**src/rtl/prbs_pkg.sv**
```systemverilog
`timescale 1ns/1ps
package prbs_pkg;

   localparam int SEL_W     = 3;
   localparam int NUM_MODES = 5;
   localparam int MAX_ORDER = 31;

   typedef enum logic [SEL_W-1:0] {
      PAT7  = 3'd0,
      PAT10 = 3'd1,
      PAT15 = 3'd2,
      PAT23 = 3'd3,
      PAT31 = 3'd4
   } pat_e;

   // Polynomial degree for each mode index
   function automatic int order_of(input int m);
      case (m)
         0:       return 7;
         1:       return 10;
         2:       return 15;
         3:       return 23;
         default: return 31;
      endcase
   endfunction

   // Middle tap (x^k term) for each mode index
   function automatic int tap_of(input int m);
      case (m)
         0:       return 6;
         1:       return 7;
         2:       return 14;
         3:       return 18;
         default: return 28;
      endcase
   endfunction

endpackage

```
**src/rtl/prbs_step.sv**
```systemverilog
`timescale 1ns/1ps
// Unrolled feedback network: WORD_W serial steps computed in one cycle.
module prbs_step #(
   parameter int ORDER  = 7,
   parameter int TAP    = 6,
   parameter int WORD_W = 16
) (
   input  logic [ORDER-1:0]  cur_i,
   output logic [ORDER-1:0]  nxt_o,
   output logic [WORD_W-1:0] bits_o
);

   initial begin
      assert (ORDER >= 2) else $error("prbs_step: ORDER must be at least 2");
      assert (TAP >= 1 && TAP < ORDER) else $error("prbs_step: TAP out of range");
      assert (WORD_W >= 1) else $error("prbs_step: WORD_W must be positive");
   end

   always_comb begin
      logic [ORDER-1:0] s;
      logic             fb;
      s      = cur_i;
      bits_o = '0;
      for (int i = 0; i < WORD_W; i++) begin
         fb                  = s[ORDER-1] ^ s[TAP-1];
         bits_o[WORD_W-1-i]  = fb;
         s                   = {s[ORDER-2:0], fb};
      end
      nxt_o = s;
   end

endmodule

```
**src/rtl/prbs_mode_dec.sv**
```systemverilog
`timescale 1ns/1ps
// Maps the raw select to a mode and builds the matching all-ones seed.
module prbs_mode_dec
   import prbs_pkg::*;
#(
   parameter int STATE_W = 31
) (
   input  logic [SEL_W-1:0]   sel_i,
   output pat_e               mode_o,
   output logic [STATE_W-1:0] seed_o
);

   initial begin
      assert (STATE_W >= MAX_ORDER) else $error("prbs_mode_dec: STATE_W too small");
   end

   int active_order;

   always_comb begin
      if (sel_i < SEL_W'(NUM_MODES)) mode_o = pat_e'(sel_i);
      else                           mode_o = PAT7;
   end

   always_comb begin
      active_order = order_of(int'(mode_o));
      for (int b = 0; b < STATE_W; b++) begin
         seed_o[b] = (b < active_order);
      end
   end

endmodule

```
**src/rtl/prbs_seed_ctl.sv**
```systemverilog
`timescale 1ns/1ps
// Decides when the state must be reseeded: reset, strobe, or select change.
module prbs_seed_ctl #(
   parameter int SEL_W = 3
) (
   input  logic             clk_i,
   input  logic             rst_i,
   input  logic             seed_ld_i,
   input  logic [SEL_W-1:0] sel_i,
   output logic             load_o
);

   logic [SEL_W-1:0] sel_q;

   always_ff @(posedge clk_i) begin
      sel_q <= sel_i;
   end

   always_comb begin
      load_o = rst_i | seed_ld_i | (sel_i != sel_q);
   end

endmodule

```
**src/rtl/prbs_word_gen.sv**
```systemverilog
`timescale 1ns/1ps
module prbs_word_gen
   import prbs_pkg::*;
#(
   parameter int WORD_W  = 16,
   parameter int STATE_W = 31
) (
   input  logic              clk_i,
   input  logic              rst_i,
   input  logic              en_i,
   input  logic [SEL_W-1:0]  len_sel_i,
   input  logic              seed_ld_i,
   output logic [WORD_W-1:0] word_o,
   output logic              valid_o
);

   initial begin
      assert (STATE_W >= MAX_ORDER) else $error("prbs_word_gen: STATE_W below largest order");
      assert (WORD_W >= 1) else $error("prbs_word_gen: WORD_W must be positive");
   end

   pat_e               mode;
   logic [STATE_W-1:0] seed;
   logic               load;
   logic [STATE_W-1:0] state_q;
   logic [STATE_W-1:0] nxt_arr  [NUM_MODES];
   logic [WORD_W-1:0]  word_arr [NUM_MODES];
   logic [STATE_W-1:0] nxt_sel;
   logic [WORD_W-1:0]  word_sel;

   prbs_mode_dec #(.STATE_W(STATE_W)) u_dec (
      .sel_i  (len_sel_i),
      .mode_o (mode),
      .seed_o (seed)
   );

   prbs_seed_ctl #(.SEL_W(SEL_W)) u_ctl (
      .clk_i     (clk_i),
      .rst_i     (rst_i),
      .seed_ld_i (seed_ld_i),
      .sel_i     (len_sel_i),
      .load_o    (load)
   );

   // One unrolled feedback network per selectable polynomial
   for (genvar g = 0; g < NUM_MODES; g++) begin : g_mode
      localparam int ORD = order_of(g);
      localparam int TP  = tap_of(g);
      logic [ORD-1:0] nxt_n;

      prbs_step #(.ORDER(ORD), .TAP(TP), .WORD_W(WORD_W)) u_step (
         .cur_i  (state_q[ORD-1:0]),
         .nxt_o  (nxt_n),
         .bits_o (word_arr[g])
      );

      always_comb begin
         nxt_arr[g]          = '0;
         nxt_arr[g][ORD-1:0] = nxt_n;
      end
   end

   always_comb begin
      nxt_sel  = nxt_arr[int'(mode)];
      word_sel = word_arr[int'(mode)];
   end

   always_ff @(posedge clk_i) begin
      if (rst_i) begin
         state_q <= seed;
         word_o  <= '0;
         valid_o <= 1'b0;
      end else if (load) begin
         state_q <= seed;
         valid_o <= 1'b0;
      end else if (en_i) begin
         state_q <= nxt_sel;
         word_o  <= word_sel;
         valid_o <= 1'b1;
      end else begin
         valid_o <= 1'b0;
      end
   end

   AST_NEVER_ZERO: assert property (@(posedge clk_i) disable iff (rst_i)
      state_q != '0);
   AST_LOAD_SEEDS: assert property (@(posedge clk_i) disable iff (rst_i)
      load |=> (state_q == $past(seed)));
   AST_LOAD_DROPS_VALID: assert property (@(posedge clk_i) disable iff (rst_i)
      load |=> !valid_o);
   AST_IDLE_HOLDS: assert property (@(posedge clk_i) disable iff (rst_i)
      !en_i |=> (!valid_o && $stable(word_o)));
   AST_ACTIVE_VALID: assert property (@(posedge clk_i) disable iff (rst_i)
      (en_i && !load) |=> valid_o);

endmodule

```
**config.mk**
```make
export PLATFORM = sky130hd
export DESIGN_NAME = prbs_word_gen
export DESIGN_NICKNAME = d
export VERILOG_FILES = /design/src/rtl/prbs_pkg.sv /design/src/rtl/prbs_step.sv /design/src/rtl/prbs_mode_dec.sv /design/src/rtl/prbs_seed_ctl.sv /design/src/rtl/prbs_word_gen.sv
export SDC_FILE = /design/constraint.sdc
export NUM_CORES = 1
export LEC_CHECK = 0
export BUFFER_PORTS_ARGS = -buffer_cell sky130_fd_sc_hd__buf_2
export CAP_MARGIN = 20
export CORE_MARGIN = 5
export CORE_UTILIZATION = 65
export DETAILED_ROUTE_END_ITERATION = 16
export PLACE_DENSITY = 0.85
export SLEW_MARGIN = 20
export SYNTH_ARGS = -nofsm -noshare
export SYNTH_HDL_FRONTEND = slang
export SYNTH_SLANG_ARGS = --single-unit
```
**constraint.sdc**
```tcl
create_clock -name clk_i -period 5.1 [get_ports clk_i]
set_clock_uncertainty 0.15 [all_clocks]
set_input_delay 0.51 -clock clk_i [delete_from_list [all_inputs] [get_ports clk_i]]
set_output_delay 0.51 -clock clk_i [all_outputs]
set_load 0.02 [all_outputs]
```
# ---- Word level (Yosys, flattened, before mapping)
# Cells that the tools add are included.
dict set report classes {
  magnitude_cmp 33
  n_eq_ne 4
  muxes 12
  bitwise 78
  n_reduce_logical 4
}
# cell n
set op_table {}
lappend op_table {{two-way mux 31 bit} 5}
lappend op_table {{binary-select mux 31 bit (select 3 bit)} 1}
lappend op_table {{< comparator 5 bit (first input constant)} 15}
lappend op_table {{bitwise XOR 1 bit} 74}
lappend op_table {{binary-select mux 16 bit (select 3 bit)} 1}
lappend op_table {{< comparator 4 x 5 -> 1 bit (first input constant)} 8}
lappend op_table {{greater-or-equal comparator 32 x 4 -> 1 bit (second input constant)} 1}
lappend op_table {{two-way mux 16 bit} 2}
lappend op_table {{NOT 3 -> 32 bit} 1}
lappend op_table {{< comparator 3 x 5 -> 1 bit (first input constant)} 4}
lappend op_table {{one-hot mux 5 bit (4 select lines)} 1}
lappend op_table {{< comparator 1 x 5 -> 1 bit (first input constant)} 2}
lappend op_table {{< comparator 2 x 5 -> 1 bit (first input constant)} 2}
lappend op_table {{equality test 3 x 2 -> 1 bit (second input constant)} 2}
lappend op_table {{equality test 3 x 1 -> 1 bit (second input constant)} 1}
lappend op_table {{zero test 3 bit} 1}
lappend op_table {{< comparator 3 bit (second input constant)} 1}
lappend op_table {{two-way mux 3 bit} 1}
lappend op_table {{!= test 3 bit} 1}
lappend op_table {{nonzero test 3 bit} 1}
lappend op_table {{OR 1 bit} 2}
lappend op_table {{AND reduction 2 bit} 1}
lappend op_table {{OR reduction 2 bit} 1}
lappend op_table {{two-way mux 1 bit} 1}
lappend op_table {{NOT 1 bit} 1}
dict set report word_totals {
  regBits 51
  inputBits 7
  out_inout_bits 17
  wordCells 135
}

# ---- Depth between registers and ports, before layout
dict set report logic_depth {
  word_depth 9
  depth_mapped 9
  mapped_depth_nobuf 6
}

# ---- By module
# From an unflattened synthesis, not the netlist that was laid out.
dict set report unflattened {
  hier_cells 564
  area_unflattened_um2 4977.3
}
# module instances cells_each area_per_inst_um2 seq_area_each_um2
set modules_own_cells {}
lappend modules_own_cells {prbs_word_gen 1 348 3101.7 1271.2}
lappend modules_own_cells {{prbs_step at g_mode[4].u_step} 1 47 372.9 0.0}
lappend modules_own_cells {{prbs_step at g_mode[1].u_step} 1 29 315.3 0.0}
lappend modules_own_cells {{prbs_step at g_mode[3].u_step} 1 39 312.8 0.0}
lappend modules_own_cells {prbs_mode_dec 1 36 279.0 0.0}
lappend modules_own_cells {{prbs_step at g_mode[2].u_step} 1 31 267.8 0.0}
lappend modules_own_cells {{prbs_step at g_mode[0].u_step} 1 26 231.5 0.0}
lappend modules_own_cells {prbs_seed_ctl 1 8 96.3 60.1}

# ---- Worst setup path after synthesis
# Ideal clock, no wire load.
dict set report synth_timing {
  path_type {input -> register}
  start {in len_sel_i[1]}
  end {reg state_q[0] (enable)}
  setup_time_ns 0.393
  arrival_time_ns 1.854
  required_time_ns 4.557
  slack_ns 2.704
  stages 5
  n_path_buf 2
  cell_sequence {buf_4 -> xnor2_1 -> and4_1 -> buf_4 -> nand2b_1}
}
dict set report synth_between {
  elab_chain_len 3
}
# item line_no
set synth_rtl {}
lappend synth_rtl {{from (decl)} prbs_word_gen.sv:11} ;# input logic [SEL_W-1:0] len_sel_i,
lappend synth_rtl {{!= test 3 bit} prbs_seed_ctl.sv:20} ;# load_o = rst_i | seed_ld_i | (sel_i != sel_q);
lappend synth_rtl {{OR 1 bit} prbs_seed_ctl.sv:20}
lappend synth_rtl {{nonzero test 3 bit (no source line)} --}
lappend synth_rtl {{to (signal assigned)} prbs_word_gen.sv:77} ;# state_q <= nxt_sel;
lappend synth_rtl {{to (decl)} prbs_word_gen.sv:25} ;# logic [STATE_W-1:0] state_q;
# No other way between the ends.
# A chain may end at the register's enable or synchronous reset.

# ---- Worst setup path in the final report
dict set report layout_timing {
  start {in len_sel_i[0]}
  end {reg word_o[8]}
}
dict set report layout_between {
  elab_chain_len 6
  word_cells_on_any_way 10
  classes_between {order compare (1); eq/ne (1); mux (4); bitwise (3); reduce/logical (1)}
}
# item line_no
set layout_rtl {}
lappend layout_rtl {{< comparator 3 bit} prbs_mode_dec.sv:20} ;# if (sel_i < SEL_W'(NUM_MODES)) mode_o = pat_e'(sel_i);
lappend layout_rtl {{two-way mux 3 bit} prbs_mode_dec.sv:20}
lappend layout_rtl {{NOT 3 -> 32 bit (implied by the code)} prbs_word_gen.sv:65} ;# word_sel = word_arr[int'(mode)];
lappend layout_rtl {{binary-select mux 16 bit (select 3 bit)} prbs_word_gen.sv:65}
lappend layout_rtl {{two-way mux 16 bit (implied by the code) (2 in a row)} prbs_word_gen.sv:65}
lappend layout_rtl {{to (signal assigned)} prbs_word_gen.sv:78} ;# word_o <= word_sel;
lappend layout_rtl {{to (decl)} prbs_word_gen.sv:13} ;# output logic [WORD_W-1:0] word_o,
# Parallel ways exist; a longest one is shown, timed or not. The select of a mux whose other input is x is not followed.

==> qor.json <==
{
  "yosys": {
    "synth_nets": 345,
    "post_synth.cell_area_avg_sq_um": 9.547,
    "yosysWarnings": 0,
    "synth-main-ff-cell": "edfxtp_1",
    "sequential_element_share_of_the_synthesized_area_pct": 41.26,
    "yosys_reg_bits": 51,
    "synth_enable_flop_cells": 31,
    "synth_top_cells_by_area": "edfxtp_1 29%, dfxtp_1 12%, xnor2_1 11%",
    "post_synth_inst_count": 338,
    "synthArstFlopShare_pct": 0,
    "synth_largest_area_cell": "edfxtp_1",
    "synth_cell_types": 45,
    "post_synth_instance_area_sq_um": 3227,
    "synth_top_area_share_pct": 28.85
  },
  "finish": {
    "layout.nets": 342,
    "layout.cells.most_common": "nor2_1",
    "fillerInstances": 383,
    "mostFrequentLayoutCells": "46 x nor2_1, 40 x xnor2_1, 33 x xor2_1, 31 x edfxtp_1, 23 x buf_2",
    "n_antenna_cell": 0,
    "layout-drive-gt1-share_pct": 12.50,
    "area.growth.synth_to_final_pct": 2.947
  },
  "clock_tree": {
    "tritoncts": "done",
    "insertion_delay_ps": 310,
    "cts_repair_resize_count": 0,
    "cts.htree.levels": 2,
    "clkSinkCount": 51,
    "cts-root-buf": "clkbuf_8",
    "clockBufferDepth": 2,
    "cts_setup_buffers": 0,
    "cts_buffers": 5,
    "post_cts_hold_buffer_count": 0,
    "clk_pin_slew_worst_paths_ps": 90
  },
  "drt": {
    "drcViolationCount": 0,
    "detail_route.wl_per_cell_um": 19.55,
    "drt-initial-drc-count": 403,
    "totalWireLength_um": 7877,
    "avgViaCountPerCell": 6.340,
    "final_antenna_net_count": 0,
    "vias": 2555,
    "detailed_router_iteration_count_before_antenna_repair": 5
  },
  "critical_path": {
    "cp.arrival_ps": 2560,
    "worst-endpoint-required_ps": 5170,
    "cell_chain_critical_path": "buf_2 -> xnor2_1 -> and4_1 -> nand2_2 -> inv_2 -> nor2_1 -> a311oi_1",
    "timing.critical_path.from_type": "input pin",
    "worstSetupPathType": "in -> reg",
    "worst_path_largest_cell_delay_ps": 650,
    "critical_path_peak_fanout": 20,
    "timing.critical_path.slowest_stage_cell": "and4_1",
    "worstSetupEndpointType": "register"
  },
  "power": {
    "ir_worst_vdd_v": 0.0001808,
    "cellLeakagePower_nw": 1.268,
    "finalPower_uw": 889.3,
    "cellPowerDensity_nw_per_um2": 267.7
  },
  "sta": {
    "hold_ws_ps": 273.6,
    "setup_repair_after_global_routing_missed_its_margin": "false",
    "max_freq_mhz": 401.0,
    "max_slew.worst_pin.slew_ps": 884.5,
    "slew_viol_final": 0,
    "finalCriticalPeriod_ps": 2494,
    "slew_headroom_pct": 40.91,
    "totalNegativeSetupSlack_ps": 0,
    "post-route-period-util_pct": 48.90,
    "report.final.setup_viol": 0,
    "report.final.hold_viol_count": 0
  },
  "run_status": {
    "run_status": "finished clean"
  },
  "floorplan": {
    "num_rows": 25,
    "die_width_um": 80.46,
    "io_pins": 24,
    "core_sq_um": 4786,
    "design.die.area_sq_um": 6474,
    "die_height_um": 80.46,
    "effective_utilization_at_floorplan_pct": 67.42
  },
  "grt": {
    "antenna_found_initial": 0,
    "grt_first_pass_wirelength_um": 12400,
    "grt.overflow.total": 0,
    "grt_pass1_vias": 2404,
    "grt_use_total_pct": 25.36,
    "grt_max_degree": 29
  },
  "place": {
    "numPortBuffers": 23,
    "place.gp.congestion": 0.9689,
    "dp_hpwl_um": 5387
  },
  "job": {
    "max_cap_violations": 0
  },
  "hold_path": {
    "worst_hold_path_type": "in -> reg"
  }
}
==> report_power, final <==
part | internal, mW | leakage, nW | switching (mW) | total [mW]
clock network | 0.0959 | 0.0418 | 0.136 | 0.232
registers | 0.459 | 0.495 | 0.0417 | 0.500
logic | 0.0702 | 0.731 | 0.0871 | 0.157
total | 0.625 | 1.27 | 0.265 | 0.889
==> metal layers <==
metal	up-vias	wire (um)	GRT usage, %
met3	30	669	4.036
met1	1200	3243	33.45
met4	0	261	8.953
met5	-	0	0
li1	1164	-	-
met2	161	3703	42.05
==> registers in the layout, summed over array words and instances (netlist names) <==
signal and cells:
valid_o 1, state_q 31, u_ctl.sel_q 3, word_o 16
==> kinds of logic (layout without fill, tap and decap cells) <==
family	count (synthesis)	count (layout)	synth area share [%]
flops	51	51	41.26
compound gates	75	75	15.78
simple gates	90	90	12.76
buf+inv	38	36	6.785
xor+xnor	74	74	20.32
mux	10	10	3.102
==> path summary, 6_finish.rpt <==
path / start / endpoint / slack, ps / cells after the start
worst min register to register: word_o[6]$_SDFFE_PP0P_ / word_o[6]$_SDFFE_PP0P_ / 310 / 2
worst max register to register: u_ctl.sel_q[0]$_DFF_P_ / word_o[8]$_SDFFE_PP0P_ / 2710 / 6
worst max-delay path: len_sel_i[0] / word_o[8]$_SDFFE_PP0P_ / 2610 / 7
worst min-delay path: len_sel_i[2] / u_ctl.sel_q[2]$_DFF_P_ / 270 / 1
==> synthesized netlist by cell type, types with 2 or more instances <==
cell type / instances
nor2_1: 46
xnor2_1: 40
xor2_1: 33
edfxtp_1: 31
nand2_1: 21
dfxtp_1: 20
o21ai_0: 20
a21oi_1: 17
buf_2: 13
clkbuf_1: 11
mux2i_1: 10
o22ai_1: 10
buf_4: 6
buf_6: 5
nand3b_1: 5
a311oi_1: 4
a311oi_2: 4
nand2b_1: 4
o211ai_1: 4
a211oi_1: 3
a31oi_1: 2
and3_1: 2
inv_1: 2
nor2b_1: 2
o221ai_1: 2
or3b_1: 2
==> cell type report <==
| class | count | area (sq um) | area share (%) |
|---|---|---|---|
| Clock inverter | 3 | 20.02 | 0.6026 |
| Tap cell | 67 | 83.83 | 2.524 |
| Sequential cell | 51 | 1331 | 40.08 |
| Clock buffer | 5 | 68.82 | 2.072 |
| Inverter | 3 | 11.26 | 0.3390 |
| Timing Repair Buffer | 25 | 130.1 | 3.917 |
| Multi-Input combinational cell | 249 | 1677 | 50.47 |
==> per-stage QoR <==
step	utilization, %	cells	worst slack [ps]	cell area [sq um]
final	69.41	403	2606	3322
after global routing	69.41	403	2425	3322
after CTS	69.41	403	2642	3322
after detailed placement	67.56	395	2337	3233
after global placement	67.56	395	2394	3233
after floorplan	-	338	2704	3227
==> worst max-delay path, delay by kind of cell <==
family,cells,cell delay (ps)
buffers and inverters,2,520
AND/OR/NAND/NOR,3,1060
XOR/XNOR,1,220
AO/OA/AOI/OAI,1,250
(Power assumes the default switching activity.)
